File: src/rtl/msg_irq_pkg.sv
package msg_irq_pkg;
  localparam int unsigned LANE_W = 8;
  typedef enum logic {SEL_MASK = 1'b0, SEL_FLAG = 1'b1} reg_sel_e;
endpackage

File: src/rtl/mif_lane_decode.sv
module mif_lane_decode
  import msg_irq_pkg::*;
#(
  parameter int unsigned NBUF  = 16,
  localparam int unsigned LANES = NBUF / LANE_W
) (
  input  logic             rd_i,
  input  logic             wr_i,
  input  logic             sel_i,
  input  logic [LANES-1:0] be_i,
  output logic [NBUF-1:0]  rd_flag_o,
  output logic [NBUF-1:0]  wr_flag_o,
  output logic [NBUF-1:0]  wr_mask_o
);
  reg_sel_e sel;
  assign sel = reg_sel_e'(sel_i);

  for (genvar l = 0; l < LANES; l++) begin : g_lane
    assign rd_flag_o[l*LANE_W +: LANE_W] = {LANE_W{rd_i & be_i[l] & (sel == SEL_FLAG)}};
    assign wr_flag_o[l*LANE_W +: LANE_W] = {LANE_W{wr_i & be_i[l] & (sel == SEL_FLAG)}};
    assign wr_mask_o[l*LANE_W +: LANE_W] = {LANE_W{wr_i & be_i[l] & (sel == SEL_MASK)}};
  end
endmodule

File: src/rtl/mif_flag_cell.sv
module mif_flag_cell (
  input  logic clk_i,
  input  logic rst_ni,
  input  logic evt_i,
  input  logic rd_hit_i,
  input  logic wr_hit_i,
  input  logic wbit_i,
  output logic flag_o
);
  logic flag_q, arm_q;

  // event beats any write; write beats read for arming
  always_ff @(posedge clk_i or negedge rst_ni) begin
    if (!rst_ni) begin
      flag_q <= 1'b0;
      arm_q  <= 1'b0;
    end else if (evt_i) begin
      flag_q <= 1'b1;
      arm_q  <= 1'b0;
    end else if (wr_hit_i) begin
      if (arm_q && !wbit_i) flag_q <= 1'b0;
      arm_q <= 1'b0;
    end else if (rd_hit_i && flag_q) begin
      arm_q <= 1'b1;
    end
  end

  assign flag_o = flag_q;
endmodule

File: src/rtl/mif_mask_reg.sv
module mif_mask_reg
  import msg_irq_pkg::*;
#(
  parameter int unsigned NBUF  = 16,
  localparam int unsigned LANES = NBUF / LANE_W
) (
  input  logic            clk_i,
  input  logic            rst_ni,
  input  logic [NBUF-1:0] wr_en_i,
  input  logic [NBUF-1:0] wdata_i,
  output logic [NBUF-1:0] mask_o
);
  for (genvar l = 0; l < LANES; l++) begin : g_lane
    logic [LANE_W-1:0] lane_q;
    always_ff @(posedge clk_i or negedge rst_ni) begin
      if (!rst_ni)                 lane_q <= '0;
      else if (wr_en_i[l*LANE_W])  lane_q <= wdata_i[l*LANE_W +: LANE_W];
    end
    assign mask_o[l*LANE_W +: LANE_W] = lane_q;
  end
endmodule

File: src/rtl/mif_rd_port.sv
module mif_rd_port
  import msg_irq_pkg::*;
#(
  parameter int unsigned NBUF  = 16,
  localparam int unsigned LANES = NBUF / LANE_W
) (
  input  logic             clk_i,
  input  logic             rst_ni,
  input  logic             rd_i,
  input  logic             sel_i,
  input  logic [LANES-1:0] be_i,
  input  logic [NBUF-1:0]  flag_i,
  input  logic [NBUF-1:0]  mask_i,
  output logic [NBUF-1:0]  rdata_o
);
  logic [NBUF-1:0] lane_en, src, rdata_q;

  for (genvar l = 0; l < LANES; l++) begin : g_lane
    assign lane_en[l*LANE_W +: LANE_W] = {LANE_W{be_i[l]}};
  end

  assign src = (reg_sel_e'(sel_i) == SEL_FLAG) ? flag_i : mask_i;

  always_ff @(posedge clk_i or negedge rst_ni) begin
    if (!rst_ni)   rdata_q <= '0;
    else if (rd_i) rdata_q <= src & lane_en;
    else           rdata_q <= '0;
  end

  assign rdata_o = rdata_q;
endmodule

File: src/rtl/mif_irq_out.sv
module mif_irq_out #(
  parameter int unsigned NBUF = 16
) (
  input  logic            clk_i,
  input  logic            rst_ni,
  input  logic [NBUF-1:0] flag_i,
  input  logic [NBUF-1:0] mask_i,
  output logic            irq_o
);
  logic irq_q;
  always_ff @(posedge clk_i or negedge rst_ni) begin
    if (!rst_ni) irq_q <= 1'b0;
    else         irq_q <= |(flag_i & mask_i);
  end
  assign irq_o = irq_q;
endmodule

File: src/rtl/msg_irq_unit.sv
module msg_irq_unit
  import msg_irq_pkg::*;
#(
  parameter int unsigned NBUF  = 16,
  localparam int unsigned LANES = NBUF / LANE_W
) (
  input  logic             clk_i,
  input  logic             rst_ni,
  input  logic [NBUF-1:0]  evt_i,
  input  logic             sel_i,
  input  logic             rd_i,
  input  logic             wr_i,
  input  logic [LANES-1:0] be_i,
  input  logic [NBUF-1:0]  wdata_i,
  output logic [NBUF-1:0]  rdata_o,
  output logic             irq_o
);
  logic [NBUF-1:0] rd_flag, wr_flag, wr_mask;
  logic [NBUF-1:0] flag_q, mask_q;

  mif_lane_decode #(.NBUF(NBUF)) u_dec (
    .rd_i     (rd_i),
    .wr_i     (wr_i),
    .sel_i    (sel_i),
    .be_i     (be_i),
    .rd_flag_o(rd_flag),
    .wr_flag_o(wr_flag),
    .wr_mask_o(wr_mask)
  );

  for (genvar b = 0; b < NBUF; b++) begin : g_buf
    mif_flag_cell u_cell (
      .clk_i   (clk_i),
      .rst_ni  (rst_ni),
      .evt_i   (evt_i[b]),
      .rd_hit_i(rd_flag[b]),
      .wr_hit_i(wr_flag[b]),
      .wbit_i  (wdata_i[b]),
      .flag_o  (flag_q[b])
    );
  end

  mif_mask_reg #(.NBUF(NBUF)) u_mask (
    .clk_i  (clk_i),
    .rst_ni (rst_ni),
    .wr_en_i(wr_mask),
    .wdata_i(wdata_i),
    .mask_o (mask_q)
  );

  mif_rd_port #(.NBUF(NBUF)) u_rd (
    .clk_i  (clk_i),
    .rst_ni (rst_ni),
    .rd_i   (rd_i),
    .sel_i  (sel_i),
    .be_i   (be_i),
    .flag_i (flag_q),
    .mask_i (mask_q),
    .rdata_o(rdata_o)
  );

  mif_irq_out #(.NBUF(NBUF)) u_irq (
    .clk_i (clk_i),
    .rst_ni(rst_ni),
    .flag_i(flag_q),
    .mask_i(mask_q),
    .irq_o (irq_o)
  );
endmodule

File: config.mk
export PLATFORM = sky130hd
export DESIGN_NAME = msg_irq_unit
export DESIGN_NICKNAME = d
export VERILOG_FILES = /design/src/rtl/msg_irq_pkg.sv /design/src/rtl/mif_lane_decode.sv /design/src/rtl/mif_flag_cell.sv /design/src/rtl/mif_mask_reg.sv /design/src/rtl/mif_rd_port.sv /design/src/rtl/mif_irq_out.sv /design/src/rtl/msg_irq_unit.sv
export SDC_FILE = /design/constraint.sdc
export NUM_CORES = 1
export LEC_CHECK = 0
export CAP_MARGIN = 20
export CORE_MARGIN = 4
export CORE_UTILIZATION = 45
export DETAILED_ROUTE_END_ITERATION = 12
export PLACE_DENSITY = 0.85
export SYNTH_ARGS = -nofsm -noshare
export SYNTH_HDL_FRONTEND = slang
export SYNTH_SLANG_ARGS = --single-unit
File: constraint.sdc
create_clock -name clk_i -period 1.05 [get_ports clk_i]
set_input_delay 0.21 -clock clk_i [delete_from_list [all_inputs] [get_ports clk_i]]
set_output_delay 0.21 -clock clk_i [all_outputs]
set_load 0.1 [all_outputs]
After elaboration in Yosys (flattened, before gate mapping)

Cells that the tools add are included.

Register bits after elaboration: 65
Latch bits: 0
RAM bits: 0
ROM bits: 0
Input bits: 39
Output and inout port bits: 17
Logic and storage cells: 260
Memories: 0

Add/sub/neg operators: 0
Multiply operators: 0
Divide/modulo/power cells: 0
Order comparisons: 0
Equality and inequality tests: 0
Shift operators: 0
Mux-type cells: 98
Bitwise operators: 13
Reductions and logical operators: 113

Operators by type and width:

| kind              | number |
|---|---|
| $mux 1            | 96 |
| $reduce_bool 2->1 | 32 |
| $reduce_bool 3->1 | 16 |
| $and 16x16->16    | 2 |
| $logic_and 1x1->1 | 32 |
| $mux 16           | 2 |
| $reduce_and 2->1  | 16 |
| $logic_not 1->1   | 16 |
| $reduce_or 16->1  | 1 |
| $and 1x1->1       | 10 |
| $not 1->1         | 1 |

Logic depth before layout (Yosys ltp)

Word-level depth: 6
Depth in mapped cells: 5
Mapped depth without buffers: 3

By module

Synthesis repeated with hierarchy kept, for this count alone.

Cells, all modules: 240
Area total of the unflattened synthesis: 3012.9 um^2

By module, submodules not included:

| module          | instances | cells each | area an instance (um^2) | seq. area each (um^2) |
|---|---|---|---|---|
| mif_flag_cell   | 16        | 6          | 75.1                    | 50.0 |
| mif_mask_reg    | 1         | 34         | 663.1                   | 400.4 |
| mif_rd_port     | 1         | 52         | 659.4                   | 400.4 |
| mif_lane_decode | 1         | 48         | 362.8                   | 0.0 |
| mif_irq_out     | 1         | 10         | 126.4                   | 25.0 |

Worst setup path before layout

OpenSTA, ideal clock, no wires.

Path kind: reg2out
Start point: reg u_irq.irq_q, in the netlist u_irq.irq_o
End point: out irq_o
Arrival: 0.883 ns
Data required time: 0.840 ns
Path slack: -0.043 ns
Cell stages (with the launch flop): 1
Path buffers: 0
Cell sequence: dfrtp_1

RTL lines:

| element                  | RTL line           | RTL |
|---|---|---|
| start: declaration       | mif_irq_out.sv:10  | `logic irq_q;` |
| start signal: assignment | mif_irq_out.sv:13  | `else irq_q <= \|(flag_i & mask_i);` |
| end: declaration         | msg_irq_unit.sv:16 | `output logic irq_o` |

No word-level cell between the ends.

Worst setup path after layout

Start point: reg u_rd.rdata_q[15], in the netlist u_rd.rdata_o[15]
End point: out rdata_o[15]

RTL lines:

| element                  | RTL line           | RTL |
|---|---|---|
| start: declaration       | mif_rd_port.sv:16  | `logic [NBUF-1:0] lane_en, src, rdata_q;` |
| start signal: assignment | mif_rd_port.sv:26  | `else if (rd_i) rdata_q <= src & lane_en;` |
| end: declaration         | msg_irq_unit.sv:15 | `output logic [NBUF-1:0] rdata_o,` |

No word-level cell between the ends.

==> metrics <==
Ports 56; critical path's largest stage delay 0.42 ns; DP Area 3650 sq um; clock buffer count from CTS 9; period utilization 1.10; worst setup path endpoint rdata_o[15]; worst endpoint required time 0.84 ns; hold crit path type primary input to async pin; fin. max-slew vios 0; minimum clock period 1.16 ns; Seq/Total Area, Yosys 0.616; initial antenna violation count 0; Core Box Area 5610 sq um; chip width 84.6 microns; TritonCTS clock tree built; CP delay by family, top flip-flops; clk root buf clkbuf_8; final worst setup slack -0.106 ns; max_cap viols 0; die height 84.6 microns; CP Buf/Inv Count 1; diodes inserted 0; final setup skew 0.00898 ns; worst r2r path cells 3; Setup WS pre-CTS -0.564 ns; Synthesized Nets 242; stages on the worst setup path 1; final core area utilization 0.701; status complete, but fails checks; Via Count 2033; # nets final 333; DRT Pass-1 Iters 4; Yosys warning total 0; Clock Sinks 65; synthesized area 2640 sq um; Filler cells 389; #FFs+latches synth 65; ANT nets after route 0; R2R Setup Slk -0.11 ns; clk_lat worst skew 0.35 ns; storage element area 1650 sq um; Critical Path Start u_rd.rdata_o[15]$_DFF_PN0_; Fmax achieved 865 MHz; pin count of the biggest net entering global routing 34; violations in the final reports setup timing; die area 7150 sq um; Remaining DRCs 0; multi-input logic area 986 sq um; final setup TNS -1.62 ns; # rows 27; first-pass GRT wire length 11.3 mm; RSZ-0062 raised after global routing yes; slowest stage cell on the critical path dfrtp_2; finished layout cell area 3930 sq um; final hold vios 0; I/O Buffers 55; critical path peak fanout 1; drt wl/cell 18.3 microns; Reg-to-Reg Start u_mask.g_lane[0].lane_q[3]$_DFFE_PN0P_; Max Root-Sink Buffers 2; DR iter-0 viols 109; syn_area_per_cell 13.0 sq um; CP Capture Type output pin; leak pwr 1.66 nW; Avg Vias per Cell 5.48; placed wire-length estimate 4.69 mm; GRT overflow 0; layout cells sized above 1 0.371; Worst-path clk slew 0.08 ns; total track usage 0.205; vias in the first global route 2272; Worst Max-Slew Pin Slew 0.352 ns; Gate Count Post-Synth 203; maximum vdd drop 1.03 mV; total wire length 6.78 mm; Setup Crit Path Kind register to output pin; Critical Path, Cell by Cell buf_12; Final setup viols 18; Power, Total 6.23 mW; Area Growth Syn to Fin 49.0%; Reg-to-Reg End u_irq.irq_o$_DFF_PN0_; GPL Wtd Cong 0.787; Power Dens Cells 1580 nW/um^2; Netlist cell types 18; Max transition margin 0.764; Starting Density 0.471; Startpoint Class register; WP data arrival 0.95 ns; H-tree Lvls 3
layout make-up:
class,count,area share
clock buffer,11,0.0360
clock inverter,5,0.0143
multi-input combinational,130,0.251
sequential,65,0.419
tap,72,0.0229
timing repair buffer,88,0.257
routing by layer:
metal	GRT usage	up-vias	part of all wire
li1	-	916	-
met4	0.101	0	0.022
met5	0	-	0
met2	0.352	72	0.53
met1	0.243	1032	0.40
met3	0.0442	13	0.056
repair_timing:
action                                  in CTS  in global routing
hold endpoints to repair                    39                  0
pin swaps                                    2                  2
gates resized for setup                      8                  9
hold buffers                                 1                  0
setup buffers                                2                  1
endpoints found under the setup margin      82                 34
state kept, by name (all words and copies together) (netlist names):
| register | flops |
|---|---|
| g_buf.u_cell.arm_q | 16 |
| g_buf.u_cell.flag_o | 16 |
| u_mask.g_lane.lane_q | 16 |
| u_rd.rdata_o | 16 |
| u_irq.irq_o | 1 |
layout by cell type, fill, tap and decap left out:
master,netlist,routed
nor2b_4,1,1
clkinv_4,0,1
dlygate4sd3_1,0,1
dlymetal6s2s_1,0,1
a221oi_1,4,1
nand3b_1,16,16
a21oi_1,16,13
a221oi_2,0,3
nand4_1,1,1
clkbuf_1,0,1
clkbuf_8,0,10
mux2i_1,16,16
dlygate4sd2_1,0,3
nand2_1,2,2
mux2_2,16,16
a22o_1,4,4
nor3_2,1,2
buf_4,5,27
bufinv_16,0,1
nand2_2,2,2
clkinvlp_4,0,1
buf_12,0,20
buf_6,3,2
clkinv_2,0,2
and3_4,0,2
clkdlybuf4s50_1,0,32
clkdlybuf4s15_1,0,1
a21o_1,16,16
dfrtp_1,65,48
buf_2,0,1
a21oi_2,0,3
nor2_1,16,16
dfrtp_2,0,17
and3_1,4,2
nor3_1,15,14
power by group:
group | switching, mW | internal (mW)
Clock | 0.950 | 1.16
Sequential | 0.158 | 2.70
Combinational | 0.643 | 0.619
how the worst min path moves through the flow:
stage | to | startpoint | slack (ns) | cells after the start
after detailed placement | g_buf[2].u_cell.arm_q$_DFFE_PN0P_ | rst_ni | 0.07 | 1
after global placement | g_buf[2].u_cell.arm_q$_DFFE_PN0P_ | rst_ni | 0.07 | 1
after global routing | u_mask.g_lane[0].lane_q[1]$_DFFE_PN0P_ | rst_ni | 0.27 | 2
final | g_buf[2].u_cell.flag_o$_DFFE_PN0P_ | rst_ni | 0.25 | 2
after CTS | g_buf[2].u_cell.flag_o$_DFFE_PN0P_ | rst_ni | 0.25 | 2
after floorplan | g_buf[0].u_cell.arm_q$_DFFE_PN0P_ | rst_ni | -0.09 | 0
cell usage after synthesis:
cell,instances,share of area
dfrtp_1,65,0.62
a21o_1,16,0.046
a21oi_1,16,0.030
mux2_2,16,0.068
mux2i_1,16,0.061
nand3b_1,16,0.046
nor2_1,16,0.023
nor3_1,15,0.028
buf_4,5,0.014
a221oi_1,4,0.013
a22o_1,4,0.013
and3_1,4,0.0095
buf_6,3,0.013
nand2_1,2,0.0028
nand2_2,2,0.0047
nand4_1,1,0.0024
nor2b_4,1,0.0052
nor3_2,1,0.0038
stage by stage:
step,std cells,hold slack [ns]
2_1_floorplan,203,-0.0856
3_3_place_gp,351,0.0694
3_5_place_dp,351,0.0701
4_1_cts,370,0.254
5_1_grt,371,0.271
6_report,371,0.248
kinds of logic (layout without fill, tap and decap cells):
group,Yosys count,count (layout),share of synthesized area
AOI/OAI and AO/OA,40,40,0.102
buffers and inverters,8,104,0.0270
DFF,65,65,0.616
muxes,32,32,0.129
and+or+nand+nor,58,58,0.125
(Power assumes the default switching activity.)
